===== src/rtl/mpi_pkg.sv =====
package mpi_pkg;

    typedef enum logic [1:0] {
        ST_IDLE  = 2'd0,
        ST_WRITE = 2'd1,
        ST_READ  = 2'd2,
        ST_DRAIN = 2'd3
    } port_state_e;

    // Strobe conditions after mode normalisation
    typedef struct packed {
        logic wr_start;
        logic rd_start;
        logic wr_done;
        logic rd_done;
        logic quiet;
    } strobe_t;

endpackage


===== src/rtl/mpi_sync.sv =====
module mpi_sync #(
    parameter int                WIDTH   = 1,
    parameter int                STAGES  = 2,
    parameter logic [WIDTH-1:0]  RST_VAL = '0
) (
    input  logic             clk,
    input  logic             rst_n,
    input  logic [WIDTH-1:0] d,
    output logic [WIDTH-1:0] q
);

    generate
        for (genvar i = 0; i < STAGES; i++) begin : g_stage
            logic [WIDTH-1:0] r;
            if (i == 0) begin : g_first
                always_ff @(posedge clk or negedge rst_n) begin
                    if (!rst_n) r <= RST_VAL;
                    else        r <= d;
                end
            end else begin : g_next
                always_ff @(posedge clk or negedge rst_n) begin
                    if (!rst_n) r <= RST_VAL;
                    else        r <= g_stage[i-1].r;
                end
            end
        end
    endgenerate

    assign q = g_stage[STAGES-1].r;

endmodule


===== src/rtl/mpi_strobe_decode.sv =====
module mpi_strobe_decode
    import mpi_pkg::*;
(
    input  logic    mode_sel,
    input  logic    s_cs_n,
    input  logic    s_a,
    input  logic    s_b,
    output strobe_t stb
);

    always_comb begin
        if (!mode_sel) begin
            // 68-style: s_a is enable (high active), s_b is read/not-write
            stb.wr_start = !s_cs_n && s_a && !s_b;
            stb.rd_start = !s_cs_n && s_a &&  s_b;
            stb.wr_done  = !s_a;
            stb.rd_done  = !s_a;
            stb.quiet    = !s_a;
        end else begin
            // 80-style: s_a is read strobe, s_b is write strobe (both low active)
            stb.wr_start = !s_cs_n && !s_b;
            stb.rd_start = !s_cs_n && !s_a && s_b;
            stb.wr_done  = s_b;
            stb.rd_done  = s_a;
            stb.quiet    = s_a && s_b;
        end
    end

endmodule


===== src/rtl/mpi_port_fsm.sv =====
module mpi_port_fsm
    import mpi_pkg::*;
(
    input  logic        clk,
    input  logic        rst_n,
    input  logic        s_cs_n,
    input  strobe_t     stb,
    output port_state_e state,
    output logic        commit,
    output logic        capture
);

    port_state_e state_nx;

    // State register; reset lands in drain so a live strobe is not taken
    always_ff @(posedge clk or negedge rst_n) begin
        if (!rst_n) state <= ST_DRAIN;
        else        state <= state_nx;
    end

    always_comb begin
        state_nx = state;
        unique case (state)
            ST_IDLE: begin
                if (stb.wr_start)      state_nx = ST_WRITE;   // start-write
                else if (stb.rd_start) state_nx = ST_READ;    // start-read
            end
            ST_WRITE: begin
                if (s_cs_n)            state_nx = ST_DRAIN;   // abort
                else if (stb.wr_done)  state_nx = ST_IDLE;    // commit
            end
            ST_READ: begin
                if (s_cs_n || stb.rd_done) state_nx = ST_IDLE; // read-end
            end
            ST_DRAIN: begin
                if (stb.quiet)         state_nx = ST_IDLE;    // settle
            end
            default:                   state_nx = ST_DRAIN;
        endcase
    end

    assign commit  = (state == ST_WRITE) && !s_cs_n && stb.wr_done;
    assign capture = ((state == ST_IDLE) && stb.wr_start) ||
                     ((state == ST_WRITE) && !s_cs_n && !stb.wr_done);

endmodule


===== src/rtl/mpi_port_out.sv =====
module mpi_port_out
    import mpi_pkg::*;
#(
    parameter int DATA_W = 8
) (
    input  logic              clk,
    input  logic              rst_n,
    input  port_state_e       state,
    input  logic              commit,
    input  logic              capture,
    input  logic [DATA_W-1:0] s_data,
    input  logic              s_dc,
    input  logic [DATA_W-1:0] rd_data,
    output logic [DATA_W-1:0] bus_out,
    output logic              bus_oe,
    output logic [DATA_W-1:0] cmd_byte,
    output logic              cmd_valid,
    output logic [DATA_W-1:0] pix_byte,
    output logic              pix_valid
);

    logic [DATA_W-1:0] hold_byte;
    logic              hold_dc;

    always_ff @(posedge clk or negedge rst_n) begin
        if (!rst_n) begin
            hold_byte <= '0;
            hold_dc   <= 1'b0;
            cmd_byte  <= '0;
            pix_byte  <= '0;
            cmd_valid <= 1'b0;
            pix_valid <= 1'b0;
        end else begin
            cmd_valid <= 1'b0;
            pix_valid <= 1'b0;
            if (capture) begin
                hold_byte <= s_data;
                hold_dc   <= s_dc;
            end
            if (commit) begin
                if (hold_dc) begin
                    pix_byte  <= hold_byte;
                    pix_valid <= 1'b1;
                end else begin
                    cmd_byte  <= hold_byte;
                    cmd_valid <= 1'b1;
                end
            end
        end
    end

    assign bus_oe  = (state == ST_READ);
    assign bus_out = bus_oe ? rd_data : '0;

endmodule


===== src/rtl/mpi_host_port.sv =====
module mpi_host_port
    import mpi_pkg::*;
#(
    parameter int DATA_W      = 8,
    parameter int SYNC_STAGES = 2
) (
    input  logic              clk,
    input  logic              rst_n,
    input  logic              mode_sel,
    input  logic              cs_n,
    input  logic              stb_a,
    input  logic              stb_b,
    input  logic              dc_sel,
    input  logic [DATA_W-1:0] bus_in,
    output logic [DATA_W-1:0] bus_out,
    output logic              bus_oe,
    input  logic [DATA_W-1:0] rd_data,
    output logic [DATA_W-1:0] cmd_byte,
    output logic              cmd_valid,
    output logic [DATA_W-1:0] pix_byte,
    output logic              pix_valid
);

    localparam int SYNC_W = DATA_W + 4;
    // cs_n idle high, stb_a high / stb_b low look "busy" in both conventions
    localparam logic [SYNC_W-1:0] SYNC_RST = {1'b1, 1'b1, 1'b0, 1'b0, {DATA_W{1'b0}}};

    logic [SYNC_W-1:0] raw_pins;
    logic [SYNC_W-1:0] s_pins;
    logic              s_cs_n;
    logic              s_a;
    logic              s_b;
    logic              s_dc;
    logic [DATA_W-1:0] s_data;
    strobe_t           stb;
    port_state_e       state;
    logic              commit;
    logic              capture;

    assign raw_pins = {cs_n, stb_a, stb_b, dc_sel, bus_in};

    mpi_sync #(
        .WIDTH   (SYNC_W),
        .STAGES  (SYNC_STAGES),
        .RST_VAL (SYNC_RST)
    ) u_sync (
        .clk   (clk),
        .rst_n (rst_n),
        .d     (raw_pins),
        .q     (s_pins)
    );

    assign {s_cs_n, s_a, s_b, s_dc, s_data} = s_pins;

    mpi_strobe_decode u_dec (
        .mode_sel (mode_sel),
        .s_cs_n   (s_cs_n),
        .s_a      (s_a),
        .s_b      (s_b),
        .stb      (stb)
    );

    mpi_port_fsm u_fsm (
        .clk     (clk),
        .rst_n   (rst_n),
        .s_cs_n  (s_cs_n),
        .stb     (stb),
        .state   (state),
        .commit  (commit),
        .capture (capture)
    );

    mpi_port_out #(.DATA_W(DATA_W)) u_out (
        .clk       (clk),
        .rst_n     (rst_n),
        .state     (state),
        .commit    (commit),
        .capture   (capture),
        .s_data    (s_data),
        .s_dc      (s_dc),
        .rd_data   (rd_data),
        .bus_out   (bus_out),
        .bus_oe    (bus_oe),
        .cmd_byte  (cmd_byte),
        .cmd_valid (cmd_valid),
        .pix_byte  (pix_byte),
        .pix_valid (pix_valid)
    );

endmodule


===== config.mk =====
export PLATFORM = sky130hd
export DESIGN_NAME = mpi_host_port
export DESIGN_NICKNAME = d
export VERILOG_FILES = /design/src/rtl/mpi_pkg.sv /design/src/rtl/mpi_sync.sv /design/src/rtl/mpi_strobe_decode.sv /design/src/rtl/mpi_port_fsm.sv /design/src/rtl/mpi_port_out.sv /design/src/rtl/mpi_host_port.sv
export SDC_FILE = /design/constraint.sdc
export NUM_CORES = 1
export LEC_CHECK = 0
export ABC_AREA = 1
export BUFFER_PORTS_ARGS = -buffer_cell sky130_fd_sc_hd__buf_2
export CORE_MARGIN = 5
export CORE_UTILIZATION = 47
export CTS_BUF_LIST = sky130_fd_sc_hd__clkbuf_4
export CTS_CLUSTER_DIAMETER = 50
export DETAILED_ROUTE_END_ITERATION = 10
export GPL_ROUTABILITY_DRIVEN = 0
export HOLD_SLACK_MARGIN = 0.08
export PLACE_DENSITY = 0.71
export SLEW_MARGIN = 20
export SYNTH_ARGS = -nofsm -noshare
export SYNTH_HDL_FRONTEND = slang
export SYNTH_SLANG_ARGS = --single-unit

===== constraint.sdc =====
create_clock -name clk -period 1.4 [get_ports clk]
set_input_delay 0.14 -clock clk [delete_from_list [all_inputs] [get_ports clk]]
set_output_delay 0.14 -clock clk [all_outputs]
set_load 0.05 [all_outputs]

==> metrics.yaml <==
first_global_vias: 1436
vias_per_cell: 4.72
arrival_ns: 1.81
die_w_um: 76.2
critPathLaunchType: "register"
synth_top_area_share_pct: 57.0
worstRegToRegCells: 6
postSynthAreaPerCell_sq_um: 11.6
final_common_cell: "dfrtp_1"
htreeDepth: 2
skew_ns: 0.0118
peakVddDrop_uv: 792
final.fill_count: 323
finalSetupViolCount: 35
synth_cells: 178
clock_latency_ns: 0.36
relSlewSlack_pct: 69.6
drv_cap: 0
hpwl_um: 2440
antenna_found_initial: 0
synth_nets: 201
drc_errors: 0
finalHoldViolCount: 0
hold_path.class: "primary input to register"
grt.total_usage_pct: 13.8
diodes: 0
layout_common_cells: "dfrtp_1, buf_2, nand2_1, o21ai_2, inv_1"
vias: 1467
p_leak_uw: 0.00142
synth_compound_area_share_pct: 10.6
rsz0062_at_grt: "true"
synth-xor-area-share_pct: 0
cts_tree: "yes"
cts_buffer_depth: 2
slew_viol_final: 0
grt_max_degree: 20
ant_nets: 0
synth_mux_area_share_pct: 0
max_freq_ghz: 0.660
period_share_pct: 108
grt_pass1_wl_um: 6630
yosysTopAreaCell: "dfrtp_1"
layout.area.seq_sq_mm: 0.00133
worstMarginPinSlew_ns: 0.456
pre_cts_ws_ns: 0.00957
port_buffers: 49
area_growth_pct: 36.2
grt-ovfl-total: 0
synth_warnings: 0
synthesis.area_sq_mm: 0.00206
drt_wl_total_um: 4130
cts_buffers: 5
critPathKind: "register to register"
synthAdderAreaFrac_pct: 0
whs_ns: 0.219
drive_gt1_share_pct: 51.0
status: "finished, violations left"
first_iter_violations: 76
placed_cell_area_sq_mm: 0.00236
violations: "negative setup slack"
wire_per_inst_um: 13.3
ys_seq_elements: 53
first_pass_iters: 4
setup_tns_ns: -2.27
die_h_um: 76.2
synth_cell_types: 20
boundaryPins: 50
die_area_sq_mm: 0.00581
synth-seq-area-share_pct: 64.7
multiInputGateArea_sq_um: 707
fp-row-count: 24
synth_simple_gate_area_share_pct: 17.1
core_sq_mm: 0.00429
cp.required_ns: 1.70
nets: 281
yosys-top-cells-area: "dfrtp_1, o21ai_2, dfstp_2"
min_period_ns: 1.51
worst_setup_path_end_kind: "register"
fin_area_sq_mm: 0.00281
synth_top_family_by_area: "simple AND/OR/NAND/NOR gates"
crit_fanout: 8
p_per_area_mw_per_mm2: 2130
cts_root_buffer: "clkbuf_4"
initial_utilization_pct: 48.0
clkSinkCount: 53
clk_pin_slew_ns: 0.14
holdPathStages: 4
fin_ws_ns: -0.115
[cell usage after synthesis (all sizes together)]
cell type / n
clkinv: 1
buf: 3
dfrtp: 47
inv: 29
nand2: 42
dfstp: 6
nand4: 2
nor2: 16
nand3: 7
o21ai: 25
[final cells by class]
type	instances	area share, %
sequential	53	47.5
multi-input combinational	97	25.2
timing repair buffer	71	18.8
inverter	30	4.19
tap	52	2.32
clock buffer	6	1.60
clock inverter	2	0.490
[routing by layer]
| layer | GRT usage (%) | routed length [um] |
|---|---|---|
| met1 | 17.7 | 1700 |
| met2 | 21.9 | 2120 |
| met3 | 3.66 | 202 |
| met4 | 6.29 | 100 |
| met5 | 0 | 0 |
[cell families after synthesis]
family          count (synthesis)
flops                          53
compound gates                 25
simple gates                   67
buf+inv                        33
[through the flow]
| stage | util (%) | cells | total power [uW] |
|---|---|---|---|
| 6_report | 65.4 | 311 | 5970 |
| 5_1_grt | 65.4 | 311 | 6310 |
| 4_1_cts | 62.8 | 305 | 5820 |
| 3_5_place_dp | 55.1 | 279 | 4810 |
| 3_3_place_gp | 55.1 | 279 | 4750 |
| 2_1_floorplan | - | 178 | 4260 |
[critical path: stages (launching register included)]
cell	delay (ns)
dfstp_2	0.62
buf_6	0.13
nand2_4	0.06
nor2_8	0.19
buf_6	0.14
nand3_4	0.15
o21ai_2	0.17
[flip-flops by register name, indices dropped and copies added, names as in the netlist]
name and cells:
u_sync.g_stage.r 12, u_out.cmd_valid 1, u_out.pix_byte 8, u_fsm.state 2, u_out.cmd_byte 8, u_out.hold_byte 8
u_sync.q 12, u_out.pix_valid 1, u_out.hold_dc 1
[repair_timing]
action | CTS | global route
hold buffers | 13 | 0
gates cloned | 2 | 3
resized for setup | 31 | 13
pin swaps | 5 | 5
buffers inserted | 3 | 3
setup endpoints to repair | 10 | 36
endpoints found under the hold margin | 53 | 0
[report_power, final]
group | total, uW | leakage (uW) | switching [uW] | internal [uW]
clock | 679 | 0.0000360 | 458 | 221
sequential | 2230 | 0.000639 | 262 | 1970
combinational | 3060 | 0.000749 | 2150 | 908
total | 5970 | 0.00142 | 2870 | 3100
[path summary, 6_finish.rpt]
check	startpoint	endpoint	slack, ns
worst min register to register	u_sync.g_stage[0].r[0]	u_sync.q[0]	0.36
max in group asynchronous	rst_n	u_sync.g_stage[0].r[10]	0.58
worst max register to register	u_fsm.state[0]	u_out.pix_byte[7]	-0.11
worst min-delay path	mode_sel	u_fsm.state[0]	0.22
worst max-delay path	u_fsm.state[0]	u_out.pix_byte[7]	-0.11
min in group asynchronous	rst_n	u_out.pix_byte[2]	0.23
No activity file was read; power rests on OpenSTA's default activity.
